File: src/rtl/ppbus_pkg.sv
// Shared constants for the push-pull two-wire master.
// Assumes byte-addressed registers on a word-wide register bus.
package ppbus_pkg;
    localparam int OFS_CTRL = 'h00;
    localparam int OFS_CLK  = 'h04;
    localparam int OFS_IEN  = 'h08;
    localparam int OFS_STS  = 'h0C;
    localparam int OFS_REG  = 'h10;
    localparam int OFS_LEN  = 'h18;
    localparam int OFS_DATA = 'h1C;

    localparam int CB_START = 7;
    localparam int CB_ABORT = 6;
    localparam int CB_GIE   = 1;
    localparam int CB_SRST  = 0;

    localparam logic [7:0] ERR_PARITY = 8'h01;

    typedef enum logic [2:0] {
        ST_IDLE, ST_START, ST_LOW, ST_HIGH, ST_STOPL, ST_STOPH
    } eng_state_t;
endpackage

File: src/rtl/ppbus_bitclk.sv
// Half-period timer for the serial clock. It counts input cycles while
// run is high and pulses half_done at the last cycle of each half.
// Assumes a divider of 0 means 1.
module ppbus_bitclk #(
    parameter int DIV_W = 8
) (
    input  logic             clk,
    input  logic             rst_n,
    input  logic             run,
    input  logic [DIV_W-1:0] div,
    output logic             half_done,
    output logic [DIV_W-1:0] cnt,
    output logic [DIV_W-1:0] last_cnt
);
    assign last_cnt  = (div == '0) ? '0 : div - 1'b1;
    assign half_done = run && (cnt == last_cnt);

    // Count cycles within the current half period.
    always_ff @(posedge clk) begin
        if (!rst_n || !run) cnt <= '0;
        else if (half_done) cnt <= '0;
        else                cnt <= cnt + 1'b1;
    end
endmodule

File: src/rtl/ppbus_engine.sv
// Frame sequencer: start, direction, address+parity, data+parity, stop.
// Assumes the half-period timer restarts when busy rises.
module ppbus_engine #(
    parameter int BYTE_W = 8,
    parameter int DIV_W  = 8,
    parameter int DLY_W  = 3
) (
    input  logic              clk,
    input  logic              rst_n,
    input  logic              start,
    input  logic              abort,
    input  logic              rw,
    input  logic [BYTE_W-1:0] tgt_reg,
    input  logic [BYTE_W-1:0] tx_byte,
    input  logic [DLY_W-1:0]  dly,
    input  logic              half_done,
    input  logic [DIV_W-1:0]  cnt,
    input  logic [DIV_W-1:0]  last_cnt,
    input  logic              sda_i,
    output logic              busy,
    output logic              done,
    output logic              perr,
    output logic [BYTE_W-1:0] rx_byte,
    output logic              scl_o,
    output logic              sda_o,
    output logic              sda_oe
);
    import ppbus_pkg::*;

    localparam int FRAME_W = 2 * BYTE_W + 3;
    localparam int IW      = $clog2(FRAME_W);
    localparam logic [IW-1:0] LAST_IDX = IW'(FRAME_W - 1);
    localparam logic [IW-1:0] RD_IDX   = IW'(BYTE_W + 1);

    eng_state_t         state;
    logic [FRAME_W-1:0] frame;
    logic [BYTE_W:0]    rx;
    logic [IW-1:0]      idx;
    logic               rd;
    logic [DIV_W-1:0]   dly_ext, dly_eff;
    logic               next_oe;

    assign dly_ext = DIV_W'(dly);
    assign dly_eff = (dly_ext > last_cnt) ? last_cnt : dly_ext;
    assign next_oe = !(rd && idx >= RD_IDX);
    assign busy    = (state != ST_IDLE);
    assign rx_byte = rx[BYTE_W:1];

    // Step the frame one half period at a time and place data bits.
    always_ff @(posedge clk) begin
        if (!rst_n || abort) begin
            state <= ST_IDLE; scl_o <= 1'b1; sda_o <= 1'b1; sda_oe <= 1'b1;
            idx <= '0; frame <= '0; rx <= '0; rd <= 1'b0;
            done <= 1'b0; perr <= 1'b0;
        end else begin
            done <= 1'b0;
            perr <= 1'b0;
            case (state)
                ST_IDLE: if (start) begin
                    frame <= {rw, tgt_reg, ~^tgt_reg, tx_byte, ~^tx_byte};
                    rd    <= rw;
                    idx   <= '0;
                    sda_o <= 1'b0;
                    state <= ST_START;
                end
                ST_START: if (half_done) begin
                    scl_o <= 1'b0;
                    state <= ST_LOW;
                    if (dly_eff == '0) begin
                        sda_o <= frame[FRAME_W-1];
                        frame <= frame << 1;
                    end
                end
                ST_LOW: begin
                    if (sda_oe && dly_eff != '0 && cnt == dly_eff - 1'b1) begin
                        sda_o <= frame[FRAME_W-1];
                        frame <= frame << 1;
                    end
                    if (half_done) begin
                        scl_o <= 1'b1;
                        state <= ST_HIGH;
                        if (!sda_oe) rx <= {rx[BYTE_W-1:0], sda_i};
                    end
                end
                ST_HIGH: if (half_done) begin
                    scl_o <= 1'b0;
                    if (idx == LAST_IDX) begin
                        sda_o  <= 1'b0;
                        sda_oe <= 1'b1;
                        state  <= ST_STOPL;
                    end else begin
                        idx    <= idx + 1'b1;
                        sda_oe <= next_oe;
                        state  <= ST_LOW;
                        if (next_oe && dly_eff == '0) begin
                            sda_o <= frame[FRAME_W-1];
                            frame <= frame << 1;
                        end
                    end
                end
                ST_STOPL: if (half_done) begin
                    scl_o <= 1'b1;
                    state <= ST_STOPH;
                end
                ST_STOPH: if (half_done) begin
                    sda_o <= 1'b1;
                    state <= ST_IDLE;
                    done  <= 1'b1;
                    perr  <= rd && (rx[0] != ~^rx[BYTE_W:1]);
                end
                default: state <= ST_IDLE;
            endcase
        end
    end
endmodule

File: src/rtl/ppbus_regs.sv
// Register file: control, clock control, interrupt enable, status with
// write-1-to-clear, target address, length and data. Reads are
// combinational. Assumes BUS_DW >= 16.
module ppbus_regs #(
    parameter int BUS_AW = 8,
    parameter int BUS_DW = 32,
    parameter int BYTE_W = 8,
    parameter int DIV_W  = 8,
    parameter int DLY_W  = 3
) (
    input  logic              clk,
    input  logic              rst_n,
    input  logic              bus_sel,
    input  logic              bus_wr,
    input  logic [BUS_AW-1:0] bus_addr,
    input  logic [BUS_DW-1:0] bus_wdata,
    output logic [BUS_DW-1:0] bus_rdata,
    input  logic              busy,
    input  logic              done,
    input  logic              perr,
    input  logic [BYTE_W-1:0] rx_byte,
    output logic              start_req,
    output logic              abort_req,
    output logic              soft_rst,
    output logic              irq,
    output logic              xfer_rd,
    output logic [BYTE_W-1:0] tgt_reg,
    output logic [BYTE_W-1:0] tx_byte,
    output logic [DIV_W-1:0]  div,
    output logic [DLY_W-1:0]  dly
);
    import ppbus_pkg::*;

    localparam logic [BUS_AW-1:0] A_CTRL = BUS_AW'(OFS_CTRL);
    localparam logic [BUS_AW-1:0] A_CLK  = BUS_AW'(OFS_CLK);
    localparam logic [BUS_AW-1:0] A_IEN  = BUS_AW'(OFS_IEN);
    localparam logic [BUS_AW-1:0] A_STS  = BUS_AW'(OFS_STS);
    localparam logic [BUS_AW-1:0] A_REG  = BUS_AW'(OFS_REG);
    localparam logic [BUS_AW-1:0] A_LEN  = BUS_AW'(OFS_LEN);
    localparam logic [BUS_AW-1:0] A_DATA = BUS_AW'(OFS_DATA);

    logic       gie;
    logic [2:0] ien, sts, sts_clr, sts_set;
    logic [7:0] err_id;
    logic [2:0] len_cnt;
    logic       wr, ctrl_wr, go_bit, load_bsy;
    logic       unused_wdata;

    assign wr        = bus_sel && bus_wr;
    assign ctrl_wr   = wr && bus_addr == A_CTRL;
    assign soft_rst  = ctrl_wr && bus_wdata[CB_SRST];
    assign abort_req = ctrl_wr && bus_wdata[CB_ABORT] && !bus_wdata[CB_SRST];
    assign go_bit    = ctrl_wr && bus_wdata[CB_START] && !bus_wdata[CB_ABORT]
                       && !bus_wdata[CB_SRST];
    assign start_req = go_bit && !busy;
    assign load_bsy  = go_bit && busy;
    assign sts_clr   = (wr && bus_addr == A_STS) ? bus_wdata[2:0] : 3'b000;
    assign sts_set   = {load_bsy, perr, done};
    assign irq       = gie && |(sts & ien);
    assign unused_wdata = ^bus_wdata;

    // Hold software-visible state and collect engine events.
    always_ff @(posedge clk) begin
        if (!rst_n || soft_rst) begin
            gie <= 1'b0; ien <= '0; sts <= '0; err_id <= '0;
            div <= '0; dly <= '0; tgt_reg <= '0; tx_byte <= '0;
            xfer_rd <= 1'b0; len_cnt <= '0;
        end else begin
            if (ctrl_wr) gie <= bus_wdata[CB_GIE];
            if (wr && bus_addr == A_CLK) begin
                div <= bus_wdata[DIV_W-1:0];
                dly <= bus_wdata[8 +: DLY_W];
            end
            if (wr && bus_addr == A_IEN) ien <= bus_wdata[2:0];
            if (wr && bus_addr == A_REG) tgt_reg <= bus_wdata[BYTE_W-1:0];
            if (wr && bus_addr == A_LEN) begin
                xfer_rd <= bus_wdata[4];
                len_cnt <= bus_wdata[2:0];
            end
            if (wr && bus_addr == A_DATA) tx_byte <= bus_wdata[BYTE_W-1:0];
            if (done && xfer_rd) tx_byte <= rx_byte;
            sts <= (sts & ~sts_clr) | sts_set;
            if (perr)            err_id <= ERR_PARITY;
            else if (sts_clr[1]) err_id <= '0;
        end
    end

    // Return the addressed register.
    always_comb begin
        bus_rdata = '0;
        case (bus_addr)
            A_CTRL: begin
                bus_rdata[CB_START] = busy;
                bus_rdata[CB_GIE]   = gie;
            end
            A_CLK: begin
                bus_rdata[DIV_W-1:0] = div;
                bus_rdata[8 +: DLY_W] = dly;
            end
            A_IEN:  bus_rdata[2:0] = ien;
            A_STS: begin
                bus_rdata[2:0]  = sts;
                bus_rdata[15:8] = err_id;
            end
            A_REG:  bus_rdata[BYTE_W-1:0] = tgt_reg;
            A_LEN: begin
                bus_rdata[4]   = xfer_rd;
                bus_rdata[2:0] = len_cnt;
            end
            A_DATA: bus_rdata[BYTE_W-1:0] = tx_byte;
            default: bus_rdata = '0;
        endcase
    end
endmodule

File: src/rtl/ppbus_master.sv
// Top of the push-pull two-wire master: register file, half-period
// timer and frame sequencer. Assumes a single slave on the link.
module ppbus_master #(
    parameter int BUS_AW = 8,
    parameter int BUS_DW = 32,
    parameter int BYTE_W = 8,
    parameter int DIV_W  = 8,
    parameter int DLY_W  = 3
) (
    input  logic              clk,
    input  logic              rst_n,
    input  logic              bus_sel,
    input  logic              bus_wr,
    input  logic [BUS_AW-1:0] bus_addr,
    input  logic [BUS_DW-1:0] bus_wdata,
    output logic [BUS_DW-1:0] bus_rdata,
    output logic              irq,
    output logic              scl_o,
    output logic              sda_o,
    output logic              sda_oe,
    input  logic              sda_i
);
    logic              eng_busy, eng_done, eng_perr, eng_abort;
    logic              start_req, abort_req, soft_rst, xfer_rd;
    logic              half_done;
    logic [BYTE_W-1:0] rx_byte, tgt_reg, tx_byte;
    logic [DIV_W-1:0]  div, cnt, last_cnt;
    logic [DLY_W-1:0]  dly;

    assign eng_abort = abort_req || soft_rst;

    ppbus_regs #(.BUS_AW(BUS_AW), .BUS_DW(BUS_DW), .BYTE_W(BYTE_W),
                 .DIV_W(DIV_W), .DLY_W(DLY_W)) u_regs (
        .clk(clk), .rst_n(rst_n), .bus_sel(bus_sel), .bus_wr(bus_wr),
        .bus_addr(bus_addr), .bus_wdata(bus_wdata), .bus_rdata(bus_rdata),
        .busy(eng_busy), .done(eng_done), .perr(eng_perr), .rx_byte(rx_byte),
        .start_req(start_req), .abort_req(abort_req), .soft_rst(soft_rst),
        .irq(irq), .xfer_rd(xfer_rd), .tgt_reg(tgt_reg), .tx_byte(tx_byte),
        .div(div), .dly(dly)
    );

    ppbus_bitclk #(.DIV_W(DIV_W)) u_bitclk (
        .clk(clk), .rst_n(rst_n), .run(eng_busy), .div(div),
        .half_done(half_done), .cnt(cnt), .last_cnt(last_cnt)
    );

    ppbus_engine #(.BYTE_W(BYTE_W), .DIV_W(DIV_W), .DLY_W(DLY_W)) u_engine (
        .clk(clk), .rst_n(rst_n), .start(start_req), .abort(eng_abort),
        .rw(xfer_rd), .tgt_reg(tgt_reg), .tx_byte(tx_byte), .dly(dly),
        .half_done(half_done), .cnt(cnt), .last_cnt(last_cnt), .sda_i(sda_i),
        .busy(eng_busy), .done(eng_done), .perr(eng_perr), .rx_byte(rx_byte),
        .scl_o(scl_o), .sda_o(sda_o), .sda_oe(sda_oe)
    );
endmodule

File: config.mk
export PLATFORM = sky130hd
export DESIGN_NAME = ppbus_master
export DESIGN_NICKNAME = d
export VERILOG_FILES = /design/src/rtl/ppbus_pkg.sv /design/src/rtl/ppbus_bitclk.sv /design/src/rtl/ppbus_engine.sv /design/src/rtl/ppbus_regs.sv /design/src/rtl/ppbus_master.sv
export SDC_FILE = /design/constraint.sdc
export NUM_CORES = 1
export LEC_CHECK = 0
export ABC_AREA = 1
export BUFFER_PORTS_ARGS = -buffer_cell sky130_fd_sc_hd__clkbuf_2
export CORE_MARGIN = 4
export CORE_UTILIZATION = 50
export DETAILED_ROUTE_END_ITERATION = 12
export PLACE_DENSITY = 0.72
export SLEW_MARGIN = 20
export SYNTH_ARGS = -nofsm -noshare
export SYNTH_HDL_FRONTEND = slang
export SYNTH_SLANG_ARGS = --single-unit
File: constraint.sdc
create_clock -name clk -period 4 [get_ports clk]
set_clock_uncertainty 0.2 [all_clocks]
set_input_delay 0.2 -clock clk [delete_from_list [all_inputs] [get_ports clk]]
set_output_delay 0.2 -clock clk [all_outputs]
set_load 0.05 [all_outputs]
==> load_flow_metrics.sql, run 1 <==
INSERT INTO impl_metrics (metric_group, metric, value, unit) VALUES
('status', 'run_status', 'complete, no violations', ''),
('floorplan', 'count_of_boundary_i_o_pins', '81', ''),
('finish', 'largest-register', 'u_engine.frame', ''),
('clock_tree', 'tritoncts_clock_tree', 'done', ''),
('global_route', 'grt_usage', '0.212', ''),
('power_and_ir_drop', 'power.leakage', '2.54', 'nW'),
('yosys', 'netlist.top_cell.by_area', 'dfxtp_1', ''),
('min_path', 'min-delay-path-class', 'in2reg', ''),
('timing', 'final_hold_viol_count', '0', ''),
('drt', 'post_drt_via_cell_ratio', '5.16', ''),
('yosys', 'post_synth_inst_count', '787', ''),
('timing', 'least_margin_pin_slew', '0.985', 'ns'),
('timing', 'final-setup-viol-count', '0', ''),
('finish', 'max_ffs_per_register', '19', ''),
('drt', 'totalWireLength', '13.2', 'mm'),
('power_and_ir_drop', 'power.ir.vdd_worst', '0.000324', 'V'),
('worst_setup_path', 'worst-path-max-fanout', '17', ''),
('yosys', 'synthDistinctLibCells', '46', ''),
('power_and_ir_drop', 'p_total', '2.97', 'mW'),
('yosys', 'syn_area_per_cell', '6.77', 'um2'),
('yosys', 'fraction_of_the_yosys_area_taken_by_sequential_cells', '0.334', ''),
('finish', 'drive_gt1_frac', '0.145', ''),
('placed_design', 'placement.setup.worst_slack', '0.0820', 'ns'),
('power_and_ir_drop', 'power_per_cell_area', '496', 'mW/mm2'),
('worst_setup_path', 'cp_data_required_time', '4.13', 'ns'),
('global_route', 'grt_remaining_overflow', '0', ''),
('clock_tree', 'tritoncts_num_sinks', '89', ''),
('yosys', 'synth_seq_cells', '89', ''),
('floorplan', 'dieHeight', '111', 'um'),
('yosys', 'synth_enable_flop_cells', '0', ''),
('yosys', 'synth.top_cell.area_share', '0.334', ''),
('yosys', 'async_flop_share', '0', ''),
('global_route', 'number_of_global_route_vias_before_repair', '4587', ''),
('worst_setup_path', 'worstSetupPathType', 'reg2reg', ''),
('global_route', 'grt_first_pass_wirelength', '21.6', 'mm'),
('timing', 'post-route-period-util', '0.932', ''),
('worst_setup_path', 'cpPeakStageDelay', '0.35', 'ns'),
('floorplan', 'core-area', '0.0104', 'mm2'),
('placed_design', 'gpl.final_weighted_congestion', '0.845', ''),
('global_route', 'largest_net_degree_at_the_start_of_global_routing', '36', ''),
('worst_setup_path', 'cp-start-kind', 'flop', ''),
('timing', 'fmaxAchievable', '0.268', 'GHz'),
('timing', 'finalCriticalPeriod', '3.73', 'ns'),
('flow_run', 'timing.max_cap.violations', '0', ''),
('timing', 'setup_slack', '0.273', 'ns'),
('placed_design', 'port_buffers', '38', ''),
('clock_tree', 'cts.reportedPaths.clkPinSlew', '0.09', 'ns'),
('worst_setup_path', 'setup.worst_path.end_class', 'flop', ''),
('floorplan', 'placement_row_count', '37', ''),
('clock_tree', 'cts_made_buffers', '9', ''),
('worst_setup_path', 'crit_path_top_delay_cell', 'dfxtp_2', ''),
('finish', 'syn_to_final_growth', '12.2', '%'),
('worst_setup_path', 'critical_path_arrival', '3.86', 'ns'),
('yosys', 'yosysWarningCount', '0', ''),
('yosys', 'synth.top_cells.by_area', 'dfxtp_1 (33%), nand2_1 (12%), nor2_1 (8.0%), inv_1 (5.8%), o21ai_0 (5.3%)', ''),
('finish', 'finish.utilization', '0.576', ''),
('floorplan', 'die_area', '0.0124', 'mm2'),
('drt', 'firstDrtPassIters', '7', ''),
('timing', 'timing.max_slew.rel_slack', '0.342', ''),
('clock_tree', 'cts_root_buf', 'clkbuf_8', ''),
('yosys', 'synth_cell_area', '0.00533', 'mm2'),
('yosys', 'yosys_most_used_dff', 'dfxtp_1', ''),
('clock_tree', 'worst_skew_pair.late_latency', '0.39', 'ns'),
('drt', 'drt_first_iter_violations', '513', ''),
('floorplan', 'initial_utilization', '0.514', ''),
('global_route', 'antenna_found_initial', '0', ''),
('placed_design', 'dpl.hpwl', '9.69', 'mm'),
('clock_tree', 'htreeDepth', '3', ''),
('timing', 'count_of_final_max_slew_check_failures', '0', ''),
('drt', 'antenna_violating_nets_post_route', '0', ''),
('drt', 'detailroute.via_count', '5048', ''),
('drt', 'routedWlPerCell', '13.5', 'um'),
('finish', 'layout_top_registers', 'u_engine.frame x19, u_engine.rx x9', ''),
('finish', 'insertedDiodeCount', '0', ''),
('floorplan', 'die_width', '111', 'um'),
('clock_tree', 'cts_buffer_depth', '2', ''),
('drt', 'detail_route.drc_violations', '0', ''),
('finish', 'final_nets', '892', '');
==> cell type report <==
| class | count | area (um2) |
|---|---|---|
| Timing Repair Buffer | 57 | 367 |
| Tap cell | 136 | 170 |
| Inverter | 93 | 349 |
| Fill cell | 1023 | 4390 |
| Clock buffer | 10 | 138 |
| Sequential cell | 89 | 1790 |
| Multi-Input combinational cell | 587 | 3090 |
| Clock inverter | 6 | 71.3 |
==> logic make-up after synthesis <==
group,after synthesis,synth area share
DFF,89,0.334
muxes,2,0.00423
AOI/OAI and AO/OA,129,0.137
other,1,0.000704
xor gates and xnor gates,35,0.0589
buffers and inverters,133,0.112
adders and majority gates,10,0.0235
and+or+nand+nor,388,0.329
==> critical path: cells and delay by family (launching register included) <==
family / cells / cell delay (ns)
AND/OR/NAND/NOR: 18 / 1.97
AO/OA/AOI/OAI: 1 / 0.12
buffers and inverters: 2 / 0.18
flip-flops: 1 / 0.35
XOR/XNOR: 1 / 0.16
adder cells (fa/ha/maj): 3 / 0.67
==> placed cells by master (no fill, tap or decap), types with 10 or more instances in the layout <==
cell type,synthesis,layout
conb_1,1,21
clkbuf_2,0,38
dlygate4sd3_1,0,12
a211oi_1,10,10
dfxtp_1,89,87
a21oi_1,44,43
clkbuf_8,0,10
nor3_1,15,15
nand2_1,172,170
xor2_1,24,23
nor2_1,114,114
nand3_1,35,35
xnor2_1,10,10
nand2_2,16,17
o21ai_0,56,56
inv_1,82,81
==> Yosys cell counts (all sizes together), types with 14 or more instances <==
master / n
inv: 90
nor2: 122
a21oi: 45
xor2: 25
dfxtp: 89
nand2: 193
buf: 26
nor3: 15
o21ai: 59
clkbuf: 14
nand3: 42
==> worst paths after layout <==
kind	start	end	slack, ns	cells past startpoint
max	u_regs.div[1]	u_engine.frame[7]	0.27	25
min	bus_addr[4]	u_regs.sts[1]	0.06	5
max reg2reg	u_regs.div[1]	u_engine.frame[7]	0.27	25
min reg2reg	u_regs.len_cnt[0]	u_regs.len_cnt[0]	0.27	2
==> routing by layer <==
| metal | up-vias | wire length [um] | share of wire | track usage |
|---|---|---|---|---|
| met1 | 2293 | 5690 | 0.43 | 0.269 |
| met2 | 156 | 6370 | 0.48 | 0.356 |
| met5 | - | 0 | 0 | 0 |
| li1 | 2574 | - | - | - |
| met3 | 25 | 840 | 0.064 | 0.0486 |
| met4 | 0 | 269 | 0.020 | 0.0697 |
==> metrics by stage <==
stage	hold slack, ns	cells	setup TNS (ns)	cell area (um2)
after global routing	0.0921	978	-0.148	5980
after CTS	0.0503	974	0	5880
after global placement	0.238	946	0	5550
after floorplan	0.142	807	0	5400
after detailed placement	0.245	946	0	5550
final	0.0610	978	0	5980
==> where the power goes <==
part / switching, mW / internal, mW
combinational: 0.852 / 0.383
sequential: 0.0577 / 1.01
clock: 0.351 / 0.312
total: 1.26 / 1.70
==> timing repair <==
item | 4_1_cts | 5_1_grt
gates resized for setup | 0 | 14
hold buffers | 12 | 0
hold endpoints to repair | 34 | 0
buffers inserted | 0 | 2
setup endpoints to repair | 0 | 20
No activity file was read; power rests on OpenSTA's default activity.
==> run 2, diff against run 1 <==
CORE_ASPECT_RATIO = 0.75   (was default)
SKIP_CTS_REPAIR_TIMING = 1   (was default)
==> load_flow_metrics.sql, run 2 (same netlist as run 1, synthesis figures left out) <==
INSERT INTO impl_metrics (metric_group, metric, value, unit) VALUES
('drt', 'detail_route.drc_violations', '0', ''),
('finish', 'drive_gt1_frac', '0.141', ''),
('worst_setup_path', 'worst-path-max-fanout', '17', ''),
('drt', 'drt_first_iter_violations', '435', ''),
('drt', 'routedWlPerCell', '14.1', 'um'),
('clock_tree', 'worst_skew_pair.late_latency', '0.34', 'ns'),
('global_route', 'antenna_found_initial', '0', ''),
('drt', 'totalWireLength', '13.7', 'mm'),
('global_route', 'largest_net_degree_at_the_start_of_global_routing', '35', ''),
('power_and_ir_drop', 'p_total', '3.13', 'mW'),
('global_route', 'gr-usage-met1', '0.326', ''),
('finish', 'insertedDiodeCount', '0', ''),
('worst_setup_path', 'setup.worst_path.end_class', 'flop', ''),
('timing', 'final-setup-viol-count', '0', ''),
('global_route', 'gr-max-usage-layer', 'met1', ''),
('finish', 'num-fill-cells', '1000', ''),
('finish', 'largest-register', 'u_engine.frame', ''),
('worst_setup_path', 'critical_path_arrival', '3.80', 'ns'),
('clock_tree', 'cts_made_buffers', '9', ''),
('finish', 'most-common-layout-cells', 'nand2_1 (170), nor2_1 (113), dfxtp_1 (88)', ''),
('worst_setup_path', 'cp-start-kind', 'flop', ''),
('timing', 'post-route-period-util', '0.932', ''),
('power_and_ir_drop', 'power.ir.vdd_worst', '0.000281', 'V'),
('clock_tree', 'cts_root_buf', 'clkbuf_16', ''),
('finish', 'syn_to_final_growth', '12.5', '%'),
('status', 'violated_checks', 'negative hold slack', ''),
('clock_tree', 'htreeDepth', '3', ''),
('finish', 'finish.utilization', '0.580', ''),
('placed_design', 'gpl.final_weighted_congestion', '0.938', ''),
('global_route', 'globalRouteMet2Util', '0.313', ''),
('placed_design', 'port_buffers', '38', ''),
('worst_setup_path', 'cp_data_required_time', '4.07', 'ns'),
('finish', 'final_nets', '887', ''),
('drt', 'detailroute.via_count', '5145', ''),
('placed_design', 'dpl.hpwl', '9.85', 'mm'),
('global_route', 'number_of_global_route_vias_before_repair', '4601', ''),
('drt', 'antenna_violating_nets_post_route', '0', ''),
('clock_tree', 'cts.reportedPaths.clkPinSlew', '0.06', 'ns'),
('floorplan', 'die_area', '0.0124', 'mm2'),
('drt', 'post_drt_via_cell_ratio', '5.29', ''),
('timing', 'finalCriticalPeriod', '3.73', 'ns'),
('floorplan', 'dieHeight', '97.4', 'um'),
('timing', 'final_hold_viol_count', '3', ''),
('placed_design', 'placement.setup.worst_slack', '0.0967', 'ns'),
('flow_run', 'timing.max_cap.violations', '0', ''),
('drt', 'firstDrtPassIters', '5', ''),
('floorplan', 'die_width', '127', 'um'),
('global_route', 'grt_remaining_overflow', '0', ''),
('finish', 'layout_top_registers', 'u_engine.frame x19, u_engine.rx x9', ''),
('timing', 'hold_slack', '-0.00893', 'ns'),
('clock_tree', 'tritoncts_num_sinks', '89', ''),
('timing', 'timing.max_slew.rel_slack', '0.416', ''),
('timing', 'setup_slack', '0.272', 'ns'),
('status', 'run_status', 'complete, but fails checks', ''),
('clock_tree', 'tritoncts_clock_tree', 'done', ''),
('clock_tree', 'cts_buffer_depth', '2', ''),
('finish', 'layout.cells.most_common', 'nand2_1', ''),
('floorplan', 'initial_utilization', '0.516', ''),
('placed_design', 'numPlacedInstances', '947', ''),
('min_path', 'min-delay-path-class', 'in2reg', ''),
('finish', 'layout.cells.non_filler', '972', ''),
('global_route', 'global_route.usage.met3', '0.0467', ''),
('min_path', 'hold-path-cell-count', '3', ''),
('worst_setup_path', 'worstSetupPathType', 'reg2reg', ''),
('timing', 'fmaxAchievable', '0.268', 'GHz'),
('worst_setup_path', 'cpPeakStageDelay', '0.37', 'ns'),
('finish', 'max_ffs_per_register', '19', ''),
('worst_setup_path', 'crit_path_top_delay_cell', 'dfxtp_2', ''),
('floorplan', 'placement_row_count', '32', ''),
('timing', 'least_margin_pin_slew', '0.875', 'ns'),
('floorplan', 'count_of_boundary_i_o_pins', '81', ''),
('global_route', 'grt_usage', '0.219', ''),
('global_route', 'grt_first_pass_wirelength', '22.1', 'mm'),
('timing', 'finalSetupTns', '0', 'ns'),
('power_and_ir_drop', 'power_per_cell_area', '521', 'mW/mm2'),
('power_and_ir_drop', 'power.leakage', '2.56', 'nW'),
('floorplan', 'core-area', '0.0103', 'mm2'),
('timing', 'count_of_final_max_slew_check_failures', '0', ''),
('worst_setup_path', 'r2r_cells', '25', '');
run 2: metrics by stage:
step                area (um2)  hold WS [ns]
finish                    5990      -0.00893
global route              5990       0.00412
CTS                       5840        -0.107
detailed placement        5560         0.247
global placement          5560         0.235
floorplan                 5400         0.142
run 2: area by class of cell:
cell class | count | area, um2 | share of cell area
Multi-Input combinational cell | 586 | 3090 | 0.515
Sequential cell | 89 | 1780 | 0.297
Inverter | 93 | 349 | 0.0582
Timing Repair Buffer | 53 | 323 | 0.0539
Clock buffer | 13 | 270 | 0.0451
Tap cell | 136 | 170 | 0.0284
Clock inverter | 2 | 12.5 | 0.00209
run 2: routing by layer:
metal / up-vias / wire length (um)
met5: - / 0
met1: 2358 / 6580
met2: 187 / 5910
met4: 0 / 250
met3: 24 / 925
li1: 2576 / -
run 2: final timing paths:
path / start / to / slack (ns)
worst max-delay path: u_regs.div[0] / u_engine.frame[18] / 0.27
worst min-delay path: bus_wdata[2] / u_regs.len_cnt[2] / -0.009
worst max register to register: u_regs.div[0] / u_engine.frame[18] / 0.27
worst min register to register: u_engine.scl_o / u_engine.scl_o / 0.28
run 2: worst max-delay path, delay by kind of cell (launching register included):
family	cells	cell delay [ns]
AOI/OAI and AO/OA	1	0.14
xor gates and xnor gates	1	0.18
adders and majority gates	3	0.67
buffers and inverters	2	0.17
DFF	1	0.37
and+or+nand+nor	18	1.93
run 2: where the power goes:
part / switching (mW) / total, mW / leakage [nW] / internal (mW)
clock: 0.343 / 0.811 / 0.138 / 0.468
sequential: 0.0636 / 1.08 / 0.721 / 1.01
combinational: 0.858 / 1.24 / 1.70 / 0.381
==> run 3, diff against run 2 <==
--- a/config.mk
+++ b/config.mk
@@ -15,3 +15,2 @@
 export SKIP_CTS_REPAIR_TIMING = 1
-export SLEW_MARGIN = 20
 export SYNTH_ARGS = -nofsm -noshare
==> constraint.sdc (replaced) <==
create_clock -name clk -period 4 [get_ports clk]
set_clock_uncertainty 0.2 [all_clocks]
set_input_delay 0.4 -clock clk [delete_from_list [all_inputs] [get_ports clk]]
set_output_delay 0.4 -clock clk [all_outputs]
set_load 0.05 [all_outputs]
==> load_flow_metrics.sql, run 3 (same netlist as run 1, synthesis figures left out) <==
INSERT INTO impl_metrics (metric_group, metric, value, unit) VALUES
('min_path', 'hold-path-endpoint', 'u_regs.dly[0]', ''),
('global_route', 'number_of_global_route_vias_before_repair', '4512', ''),
('placed_design', 'gpl.final_weighted_congestion', '0.934', ''),
('timing', 'final-setup-viol-count', '0', ''),
('finish', 'final_nets', '878', ''),
('worst_setup_path', 'worst-path-max-fanout', '17', ''),
('timing', 'count_of_final_max_slew_check_failures', '0', ''),
('global_route', 'grt_usage', '0.214', ''),
('power_and_ir_drop', 'power.ir.vdd_worst', '0.000309', 'V'),
('timing', 'timing.max_slew.rel_slack', '0.359', ''),
('finish', 'insertedDiodeCount', '0', ''),
('finish', 'most-common-layout-cells', 'nand2_1 (170), nor2_1 (114), dfxtp_1 (88)', ''),
('finish', 'num-fill-cells', '964', ''),
('drt', 'drt_first_iter_violations', '449', ''),
('drt', 'detailroute.via_count', '5025', ''),
('placed_design', 'dpl.hpwl', '9.81', 'mm'),
('worst_setup_path', 'cp_data_required_time', '4.08', 'ns'),
('worst_setup_path', 'crit-reg2reg-launch', 'u_regs.div[0]', ''),
('floorplan', 'count_of_boundary_i_o_pins', '81', ''),
('worst_setup_path', 'r2r_cells', '25', ''),
('finish', 'area_of_the_multi_input_gates', '0.00309', 'mm2'),
('worst_setup_path', 'cp-start-kind', 'flop', ''),
('power_and_ir_drop', 'power_per_cell_area', '539', 'mW/mm2'),
('global_route', 'antenna_found_initial', '0', ''),
('worst_setup_path', 'rr_endpoint', 'u_engine.frame[6]', ''),
('finish', 'layout.cells.most_common', 'nand2_1', ''),
('drt', 'totalWireLength', '13.4', 'mm'),
('min_path', 'hold-path-cell-count', '3', ''),
('clock_tree', 'cts_root_buf', 'clkbuf_16', ''),
('global_route', 'grt_remaining_overflow', '0', ''),
('power_and_ir_drop', 'power.leakage', '2.54', 'nW'),
('min_path', 'min-delay-path-class', 'in2reg', ''),
('drt', 'antenna_violating_nets_post_route', '0', ''),
('drt', 'routedWlPerCell', '13.9', 'um'),
('global_route', 'grt_first_pass_wirelength', '21.8', 'mm'),
('clock_tree', 'tritoncts_clock_tree', 'done', ''),
('min_path', 'min-delay-start', 'bus_wdata[8]', ''),
('floorplan', 'core-area', '0.0103', 'mm2'),
('timing', 'least_margin_pin_slew', '0.960', 'ns'),
('floorplan', 'initial_utilization', '0.516', ''),
('worst_setup_path', 'r2r_setup_slack', '0.26', 'ns'),
('worst_setup_path', 'critical_path_arrival', '3.82', 'ns'),
('clock_tree', 'cts_buffer_depth', '2', ''),
('clock_tree', 'cts_made_buffers', '9', ''),
('floorplan', 'die_width', '127', 'um'),
('flow_run', 'timing.max_cap.violations', '0', ''),
('finish', 'total_area_of_sequential_cells', '0.00178', 'mm2'),
('timing', 'finalCriticalPeriod', '3.74', 'ns'),
('worst_setup_path', 'worstSetupPathType', 'reg2reg', ''),
('status', 'run_status', 'complete, no violations', ''),
('clock_tree', 'htreeDepth', '3', ''),
('drt', 'detail_route.drc_violations', '0', ''),
('clock_tree', 'cts.reportedPaths.clkPinSlew', '0.06', 'ns'),
('placed_design', 'placement.setup.worst_slack', '0.0905', 'ns'),
('finish', 'max_ffs_per_register', '19', ''),
('placed_design', 'port_buffers', '38', ''),
('drt', 'post_drt_via_cell_ratio', '5.21', ''),
('floorplan', 'placement_row_count', '32', ''),
('timing', 'setup_slack', '0.255', 'ns'),
('finish', 'drive_gt1_frac', '0.144', ''),
('clock_tree', 'worst_skew_pair.late_latency', '0.34', 'ns'),
('finish', 'finish.utilization', '0.576', ''),
('timing', 'fmaxAchievable', '0.267', 'GHz'),
('finish', 'layout_top_registers', 'u_engine.frame x19, u_engine.rx x9', ''),
('drt', 'firstDrtPassIters', '5', ''),
('worst_setup_path', 'setup.worst_path.end_class', 'flop', ''),
('global_route', 'largest_net_degree_at_the_start_of_global_routing', '35', ''),
('floorplan', 'die_area', '0.0124', 'mm2'),
('clock_tree', 'tritoncts_num_sinks', '89', ''),
('timing', 'post-route-period-util', '0.936', ''),
('floorplan', 'dieHeight', '97.4', 'um'),
('finish', 'largest-register', 'u_engine.frame', ''),
('finish', 'syn_to_final_growth', '11.6', '%'),
('timing', 'final_hold_viol_count', '0', '');
run 3: worst max-delay path, stage by stage, from the launching register on:
cell and delay, ns:
dfxtp_2 0.34, inv_1 0.10, ha_1 0.17, inv_1 0.07, nor2_4 0.16, nand2_8 0.10
nand2_4 0.10, ha_1 0.24, and3_1 0.20, a21oi_2 0.13, nand3_1 0.13, nor2_4 0.17
nand3_1 0.11, nand2_2 0.13, ha_4 0.17, xor2_2 0.16, nand3_1 0.11, nand2_1 0.08
nand2_1 0.05, nor2_1 0.07, nand3_1 0.12, nand2_4 0.15, nand2_4 0.16, nand2_2 0.09
nand2_1 0.05, nor2_1 0.11
run 3: power breakdown:
part           internal, mW  total (mW)  leakage [nW]  switching (mW)
sequential             1.01        1.07         0.721          0.0608
clock                 0.564       0.916         0.159           0.352
combinational         0.374        1.22          1.66           0.844
total                  1.95        3.21          2.54            1.26
run 3: area by class of cell:
cell class                      instances  share of cell area
Sequential cell                        89               0.300
Clock buffer                           11              0.0408
Multi-Input combinational cell        586               0.519
Tap cell                              136              0.0286
Inverter                               93              0.0587
Clock inverter                          5              0.0133
Timing Repair Buffer                   44              0.0396
run 3: layer usage:
metal  global-route usage  up-vias  wire [um]
li1                     -     2548          -
met1                0.319     2248       6480
met2                0.309      207       5700
met3               0.0418       22       1020
met4               0.0668        0        198
met5                    0        -          0
run 3: worst max path at each step:
stage / to / startpoint
6_report: u_engine.frame[6] / u_regs.div[0]
3_5_place_dp: u_engine.frame[1] / u_regs.div[0]
4_1_cts: u_engine.frame[1] / u_regs.div[0]
2_1_floorplan: u_engine.frame[10] / u_regs.div[0]
3_3_place_gp: u_engine.frame[17] / u_regs.div[0]
5_1_grt: u_engine.frame[17] / u_regs.div[0]
run 3: per-stage QoR:
step | area, um2 | power [mW] | cells | hold WS (ns) | setup TNS (ns)
after global routing | 5950 | 3.44 | 964 | 0.108 | -0.0237
after detailed placement | 5560 | 2.25 | 947 | 0.258 | 0
after global placement | 5560 | 2.22 | 947 | 0.252 | 0
after CTS | 5880 | 3.16 | 963 | 0.0985 | 0
after floorplan | 5400 | 2.09 | 807 | 0.230 | 0
final | 5950 | 3.21 | 964 | 0.108 | 0
